**src/rtl/sram_ctl_pkg.sv**
```systemverilog
package sram_ctl_pkg;

  typedef enum logic [1:0] {
    ST_IDLE  = 2'd0,
    ST_TURN  = 2'd1,
    ST_READ  = 2'd2,
    ST_WRITE = 2'd3
  } ctl_state_t;

  // Whole cycles covering a time in ns, rounded up, never below one.
  function automatic int ns_to_cyc(input int ns, input int period_ns);
    int c;
    c = (ns + period_ns - 1) / period_ns;
    return (c < 1) ? 1 : c;
  endfunction

  function automatic int max2(input int a, input int b);
    return (a > b) ? a : b;
  endfunction

endpackage

```
**src/rtl/sram_ctl_timer.sv**
```systemverilog
// Phase down-counter: loaded at each phase start, reports when the
// current cycle is the last of the phase.
module sram_ctl_timer #(
  parameter int CNT_W = 3
) (
  input  logic             clk,
  input  logic             rst,
  input  logic             load,
  input  logic [CNT_W-1:0] load_val,
  output logic             last
);

  logic [CNT_W-1:0] cnt_q;

  always_ff @(posedge clk) begin
    if (rst) begin
      cnt_q <= '0;
    end else if (load) begin
      cnt_q <= load_val;
    end else if (cnt_q != '0) begin
      cnt_q <= cnt_q - 1'b1;
    end
  end

  assign last = (cnt_q == '0);

endmodule

```
**src/rtl/sram_ctl_fsm.sv**
```systemverilog
// Access sequencer: chooses the phase, loads the timer and registers the
// strobes from the next state so the pins change only on clock edges.
module sram_ctl_fsm
  import sram_ctl_pkg::*;
#(
  parameter int CNT_W  = 3,
  parameter int RD_CYC = 4,
  parameter int WR_CYC = 4,
  parameter int TA_CYC = 3
) (
  input  logic             clk,
  input  logic             rst,
  input  logic             req,
  input  logic             req_wr,
  input  logic             phase_last,
  output logic             tmr_load,
  output logic [CNT_W-1:0] tmr_val,
  output logic             accept,
  output logic             capture,
  output logic             busy,
  output logic             done,
  output logic             ce_n,
  output logic             oe_n,
  output logic             we_n,
  output logic             drv
);

  localparam logic [CNT_W-1:0] RD_LD = CNT_W'(RD_CYC - 1);
  localparam logic [CNT_W-1:0] WR_LD = CNT_W'(WR_CYC - 1);
  localparam logic [CNT_W-1:0] TA_LD = CNT_W'(TA_CYC - 1);

  ctl_state_t state_q, state_d;
  logic       after_rd_q;
  logic       finish;

  always_comb begin
    state_d  = state_q;
    tmr_load = 1'b0;
    tmr_val  = '0;
    finish   = 1'b0;
    accept   = 1'b0;
    unique case (state_q)
      ST_IDLE: begin
        if (req) begin
          accept   = 1'b1;
          tmr_load = 1'b1;
          if (!req_wr) begin
            state_d = ST_READ;
            tmr_val = RD_LD;
          end else if (after_rd_q) begin
            state_d = ST_TURN;
            tmr_val = TA_LD;
          end else begin
            state_d = ST_WRITE;
            tmr_val = WR_LD;
          end
        end
      end
      ST_TURN: begin
        if (phase_last) begin
          state_d  = ST_WRITE;
          tmr_load = 1'b1;
          tmr_val  = WR_LD;
        end
      end
      ST_READ, ST_WRITE: begin
        if (phase_last) begin
          state_d = ST_IDLE;
          finish  = 1'b1;
        end
      end
      default: state_d = ST_IDLE;
    endcase
  end

  assign capture = finish && (state_q == ST_READ);

  always_ff @(posedge clk) begin
    if (rst) begin
      state_q    <= ST_IDLE;
      after_rd_q <= 1'b0;
      busy       <= 1'b0;
      done       <= 1'b0;
      ce_n       <= 1'b1;
      oe_n       <= 1'b1;
      we_n       <= 1'b1;
      drv        <= 1'b0;
    end else begin
      state_q <= state_d;
      if (finish) begin
        after_rd_q <= (state_q == ST_READ);
      end
      busy <= (state_d != ST_IDLE);
      done <= finish;
      ce_n <= !((state_d == ST_READ) || (state_d == ST_WRITE));
      oe_n <= (state_d != ST_READ);
      we_n <= (state_d != ST_WRITE);
      drv  <= (state_d == ST_WRITE);
    end
  end

endmodule

```
**src/rtl/sram_ctl_io.sv**
```systemverilog
// Address, write-data and read-capture registers.
module sram_ctl_io #(
  parameter int ADDR_W = 15,
  parameter int DATA_W = 8
) (
  input  logic              clk,
  input  logic              rst,
  input  logic              accept,
  input  logic [ADDR_W-1:0] req_addr,
  input  logic [DATA_W-1:0] req_wdata,
  input  logic              capture,
  input  logic [DATA_W-1:0] dq_in,
  output logic [ADDR_W-1:0] addr,
  output logic [DATA_W-1:0] dq_out,
  output logic [DATA_W-1:0] rdata
);

  always_ff @(posedge clk) begin
    if (rst) begin
      addr   <= '0;
      dq_out <= '0;
    end else if (accept) begin
      addr   <= req_addr;
      dq_out <= req_wdata;
    end
  end

  always_ff @(posedge clk) begin
    if (rst) begin
      rdata <= '0;
    end else if (capture) begin
      rdata <= dq_in;
    end
  end

endmodule

```
**src/rtl/sram_ctl.sv**
```systemverilog
module sram_ctl
  import sram_ctl_pkg::*;
#(
  parameter int CLK_NS   = 10,
  parameter int ADDR_W   = 15,
  parameter int DATA_W   = 8,
  parameter int T_RC_NS  = 35,
  parameter int T_AA_NS  = 35,
  parameter int T_OE_NS  = 25,
  parameter int T_WC_NS  = 35,
  parameter int T_AW_NS  = 30,
  parameter int T_WP_NS  = 25,
  parameter int T_DW_NS  = 20,
  parameter int T_REL_NS = 25
) (
  input  logic              clk,
  input  logic              rst,
  input  logic              req,
  input  logic              req_wr,
  input  logic [ADDR_W-1:0] req_addr,
  input  logic [DATA_W-1:0] req_wdata,
  output logic              busy,
  output logic              done,
  output logic [DATA_W-1:0] rdata,
  output logic [ADDR_W-1:0] sram_addr,
  output logic              sram_ce_n,
  output logic              sram_oe_n,
  output logic              sram_we_n,
  output logic [DATA_W-1:0] sram_dq_out,
  output logic              sram_dq_oe,
  input  logic [DATA_W-1:0] sram_dq_in
);

  localparam int RD_CYC = max2(ns_to_cyc(T_RC_NS, CLK_NS),
                               max2(ns_to_cyc(T_AA_NS, CLK_NS),
                                    ns_to_cyc(T_OE_NS, CLK_NS)));
  localparam int WR_CYC = max2(max2(ns_to_cyc(T_WC_NS, CLK_NS),
                                    ns_to_cyc(T_AW_NS, CLK_NS)),
                               max2(ns_to_cyc(T_WP_NS, CLK_NS),
                                    ns_to_cyc(T_DW_NS, CLK_NS)));
  localparam int TA_CYC = ns_to_cyc(T_REL_NS, CLK_NS);
  localparam int CNT_MAX = max2(RD_CYC, max2(WR_CYC, TA_CYC));
  localparam int CNT_W   = $clog2(CNT_MAX + 1);

  logic             tmr_load;
  logic [CNT_W-1:0] tmr_val;
  logic             phase_last;
  logic             accept;
  logic             capture;

  sram_ctl_timer #(.CNT_W(CNT_W)) u_timer (
    .clk      (clk),
    .rst      (rst),
    .load     (tmr_load),
    .load_val (tmr_val),
    .last     (phase_last)
  );

  sram_ctl_fsm #(
    .CNT_W  (CNT_W),
    .RD_CYC (RD_CYC),
    .WR_CYC (WR_CYC),
    .TA_CYC (TA_CYC)
  ) u_fsm (
    .clk        (clk),
    .rst        (rst),
    .req        (req),
    .req_wr     (req_wr),
    .phase_last (phase_last),
    .tmr_load   (tmr_load),
    .tmr_val    (tmr_val),
    .accept     (accept),
    .capture    (capture),
    .busy       (busy),
    .done       (done),
    .ce_n       (sram_ce_n),
    .oe_n       (sram_oe_n),
    .we_n       (sram_we_n),
    .drv        (sram_dq_oe)
  );

  sram_ctl_io #(.ADDR_W(ADDR_W), .DATA_W(DATA_W)) u_io (
    .clk       (clk),
    .rst       (rst),
    .accept    (accept),
    .req_addr  (req_addr),
    .req_wdata (req_wdata),
    .capture   (capture),
    .dq_in     (sram_dq_in),
    .addr      (sram_addr),
    .dq_out    (sram_dq_out),
    .rdata     (rdata)
  );

endmodule

```
**config.mk**
```make
export PLATFORM = sky130hd
export DESIGN_NAME = sram_ctl
export DESIGN_NICKNAME = d
export VERILOG_FILES = /design/src/rtl/sram_ctl_pkg.sv /design/src/rtl/sram_ctl_timer.sv /design/src/rtl/sram_ctl_fsm.sv /design/src/rtl/sram_ctl_io.sv /design/src/rtl/sram_ctl.sv
export SDC_FILE = /design/constraint.sdc
export NUM_CORES = 1
export LEC_CHECK = 0
export ABC_CLOCK_PERIOD_IN_PS = 1500
export BUFFER_PORTS_ARGS = -buffer_cell sky130_fd_sc_hd__buf_2
export CAP_MARGIN = 20
export CELL_PAD_IN_SITES_DETAIL_PLACEMENT = 0
export CELL_PAD_IN_SITES_GLOBAL_PLACEMENT = 1
export CORE_ASPECT_RATIO = 1.25
export CORE_MARGIN = 1.5
export CORE_UTILIZATION = 29
export DETAILED_ROUTE_END_ITERATION = 10
export GPL_TIMING_DRIVEN = 0
export PLACE_DENSITY_LB_ADDON = 0.15
export SKIP_CTS_REPAIR_TIMING = 1
export SYNTH_ARGS = -nofsm -noshare
export SYNTH_HDL_FRONTEND = slang
export SYNTH_SLANG_ARGS = --single-unit
export TNS_END_PERCENT = 1
```
**constraint.sdc**
```tcl
create_clock -name clk -period 1.5 [get_ports clk]
set_clock_uncertainty 0.15 [all_clocks]
set_input_delay 0.3 -clock clk [delete_from_list [all_inputs] [get_ports clk]]
set_output_delay 0.3 -clock clk [all_outputs]
set_load 0.03 [all_outputs]
```
==> results.json <==
{
  "grtUsageTotal": 0.133,
  "final_common_cell": "buf_2",
  "status": "complete, no violations",
  "syn2layout_area_growth_pct": 38.2,
  "final_area_sq_um": 2190,
  "synth_warnings": 0,
  "n_antenna_cell": 0,
  "syn_avg_cell_area_sq_um": 8.57,
  "cp_slowest_stage_delay_ns": 0.33,
  "ant_nets": 0,
  "grt_pass1_wl_mm": 6.27,
  "rsz0062_at_grt": "true",
  "first_pass_iters": 4,
  "gp_congestion": 0.716,
  "p_leak_nw": 1.01,
  "die_h_microns": 85.7,
  "drive_gt1_frac": 0.384,
  "initial_core_util": 0.306,
  "grt-ovfl-total": 0,
  "finalHoldViolCount": 0,
  "path_max_fanout": 9,
  "cts_buffer_depth": 2,
  "hp-class": "input pin to flip-flop",
  "die_area_sq_um": 5920,
  "seq_area_frac_synth": 0.543,
  "synth_top_area_cell": "dfxtp_1",
  "via_count": 1455,
  "worst_hold_slack_ns": 0.0732,
  "cts_tree": "yes",
  "required_ns": 1.50,
  "cap_violations": 0,
  "final_cell_mix": "buf_2, nand2_1, dfxtp_1",
  "cts_sinks": 43,
  "drc_errors": 0,
  "hpwl_mm": 2.87,
  "power-per-cell-area_nw_per_um2": 1710,
  "cts-root-buf": "clkbuf_8",
  "finalCritPeriodShare": 0.980,
  "place_area_sq_um": 2020,
  "die_w_microns": 69.1,
  "yosys.area.top_type_share": 0.543,
  "grt_max_degree": 12,
  "synth_area_leaders": "dfxtp_1, nand2_1, a21oi_1",
  "syn_area_sq_um": 1590,
  "dpl_worst_slack_ns": -0.194,
  "via_per_inst": 4.41,
  "finalCriticalPeriod_ns": 1.47,
  "final.setup.tns_ns": 0,
  "layout.cells.non_filler": 330,
  "htree_num_levels": 2,
  "crit_type": "flip-flop to flip-flop",
  "synth_cells": 185,
  "post-place-cells": 318,
  "drt-initial-drc-count": 26,
  "setup_viol": 0,
  "nets": 306,
  "placementRows": 29,
  "crit_arrival_ns": 1.47,
  "clock_latency_ns": 0.29,
  "antenna_found_initial": 0,
  "ios": 72,
  "tightest_slew_ns": 0.535,
  "mappedNetlistNets": 222,
  "fmax_mhz": 680,
  "clk_pin_slew_ns": 0.07,
  "grt_pass1_vias": 1306,
  "ir_drop_mv": 0.722,
  "io_buffers": 71,
  "wirelength_mm": 3.91,
  "multi_input_area_sq_um": 672,
  "endpoint_kind": "flip-flop",
  "cts_buffers": 5,
  "crit_slowest_cell": "dfxtp_2",
  "slew_viol_final": 0,
  "wl_per_cell_microns": 11.9,
  "ff2ff_path_depth": 7,
  "worstHoldPathCells": 2,
  "ff_latch_area_sq_um": 863,
  "slew_headroom": 0.643,
  "synth_cell_types": 26,
  "synth-seq-cells": 43,
  "worstPathCellList": "inv_2, ha_4, nand3b_4, or2_1, buf_6, nand2_1, a21oi_1",
  "cp-start-kind": "flip-flop",
  "setup_ws_ns": 0.0296,
  "core_sq_um": 5190,
  "num-fill-cells": 568
}
==> synthesized netlist by cell type <==
library cell,n
nand2_1,68
dfxtp_1,43
a21oi_1,36
nor2_1,6
buf_6,3
clkbuf_1,3
inv_1,3
buf_4,2
ha_1,2
nand2b_1,2
nor3_1,2
a21oi_2,1
a221oi_2,1
buf_1,1
buf_2,1
nand2_2,1
nand3b_4,1
nor2_2,1
nor2_4,1
nor3b_4,1
nor4bb_2,1
o21ai_0,1
o31ai_1,1
or2_1,1
xnor2_1,1
xor2_1,1
==> cell families (layout without fill, tap and decap cells) <==
logic type                 Yosys count  in the layout  share of synthesized area
and+or+nand+nor                     85             85                      0.243
DFF                                 43             43                      0.543
AOI/OAI and AO/OA                   40             40                      0.137
buffers and inverters               13             96                     0.0505
adders and majority gates            2              2                     0.0158
xor gates and xnor gates             2              2                     0.0111
==> power by group <==
group	internal [mW]	switching [mW]	leakage, nW
Combinational	0.647	0.942	0.616
Clock	0.310	0.355	0.0371
Sequential	1.37	0.125	0.353
==> registers in the layout, summed over array words and instances (netlist names) <==
name	cells
u_fsm.we_n	1
u_fsm.after_rd_q	1
u_fsm.done	1
u_io.dq_out	8
u_fsm.state_q	2
u_fsm.drv	1
u_io.rdata	8
u_fsm.ce_n	1
u_timer.cnt_q	3
u_fsm.busy	1
u_fsm.oe_n	1
u_io.addr	15
==> path summary, 6_finish.rpt <==
kind / from / endpoint / slack [ns]
worst min-delay path: rst / u_fsm.state_q[1] / 0.07
worst max register to register: u_timer.cnt_q[1] / u_io.rdata[6] / 0.03
worst max-delay path: u_timer.cnt_q[1] / u_io.rdata[6] / 0.03
worst min register to register: u_io.dq_out[3] / u_io.dq_out[3] / 0.30
==> critical path, delay by kind of cell, from the launching register on <==
kind | cells | cell delay, ns
simple gates | 3 | 0.42
compound gates | 1 | 0.06
buf+inv | 2 | 0.21
fa+ha+maj | 1 | 0.17
flops | 1 | 0.33
==> stage by stage <==
step                      utilization  power [mW]
after floorplan                     -        2.53
after global placement          0.389        2.90
after detailed placement        0.389        2.90
after CTS                       0.403        3.58
after global routing            0.422        4.01
final                           0.422        3.74
==> layer usage <==
| metal | track usage | wire (microns) | vias up |
|---|---|---|---|
| li1 | - | - | 761 |
| met1 | 0.155 | 1690 | 645 |
| met2 | 0.228 | 1910 | 44 |
| met3 | 0.0423 | 238 | 5 |
| met4 | 0.0481 | 73 | 0 |
| met5 | 0 | 0 | - |
==> cell type report <==
type,count,share of cell area
tap,62,0.0354
inverter,3,0.00514
timing repair buffer,77,0.194
sequential,43,0.394
multi-input combinational,129,0.307
clock buffer,6,0.0331
buffer,10,0.0314
Power figures use the tool's default switching activity.
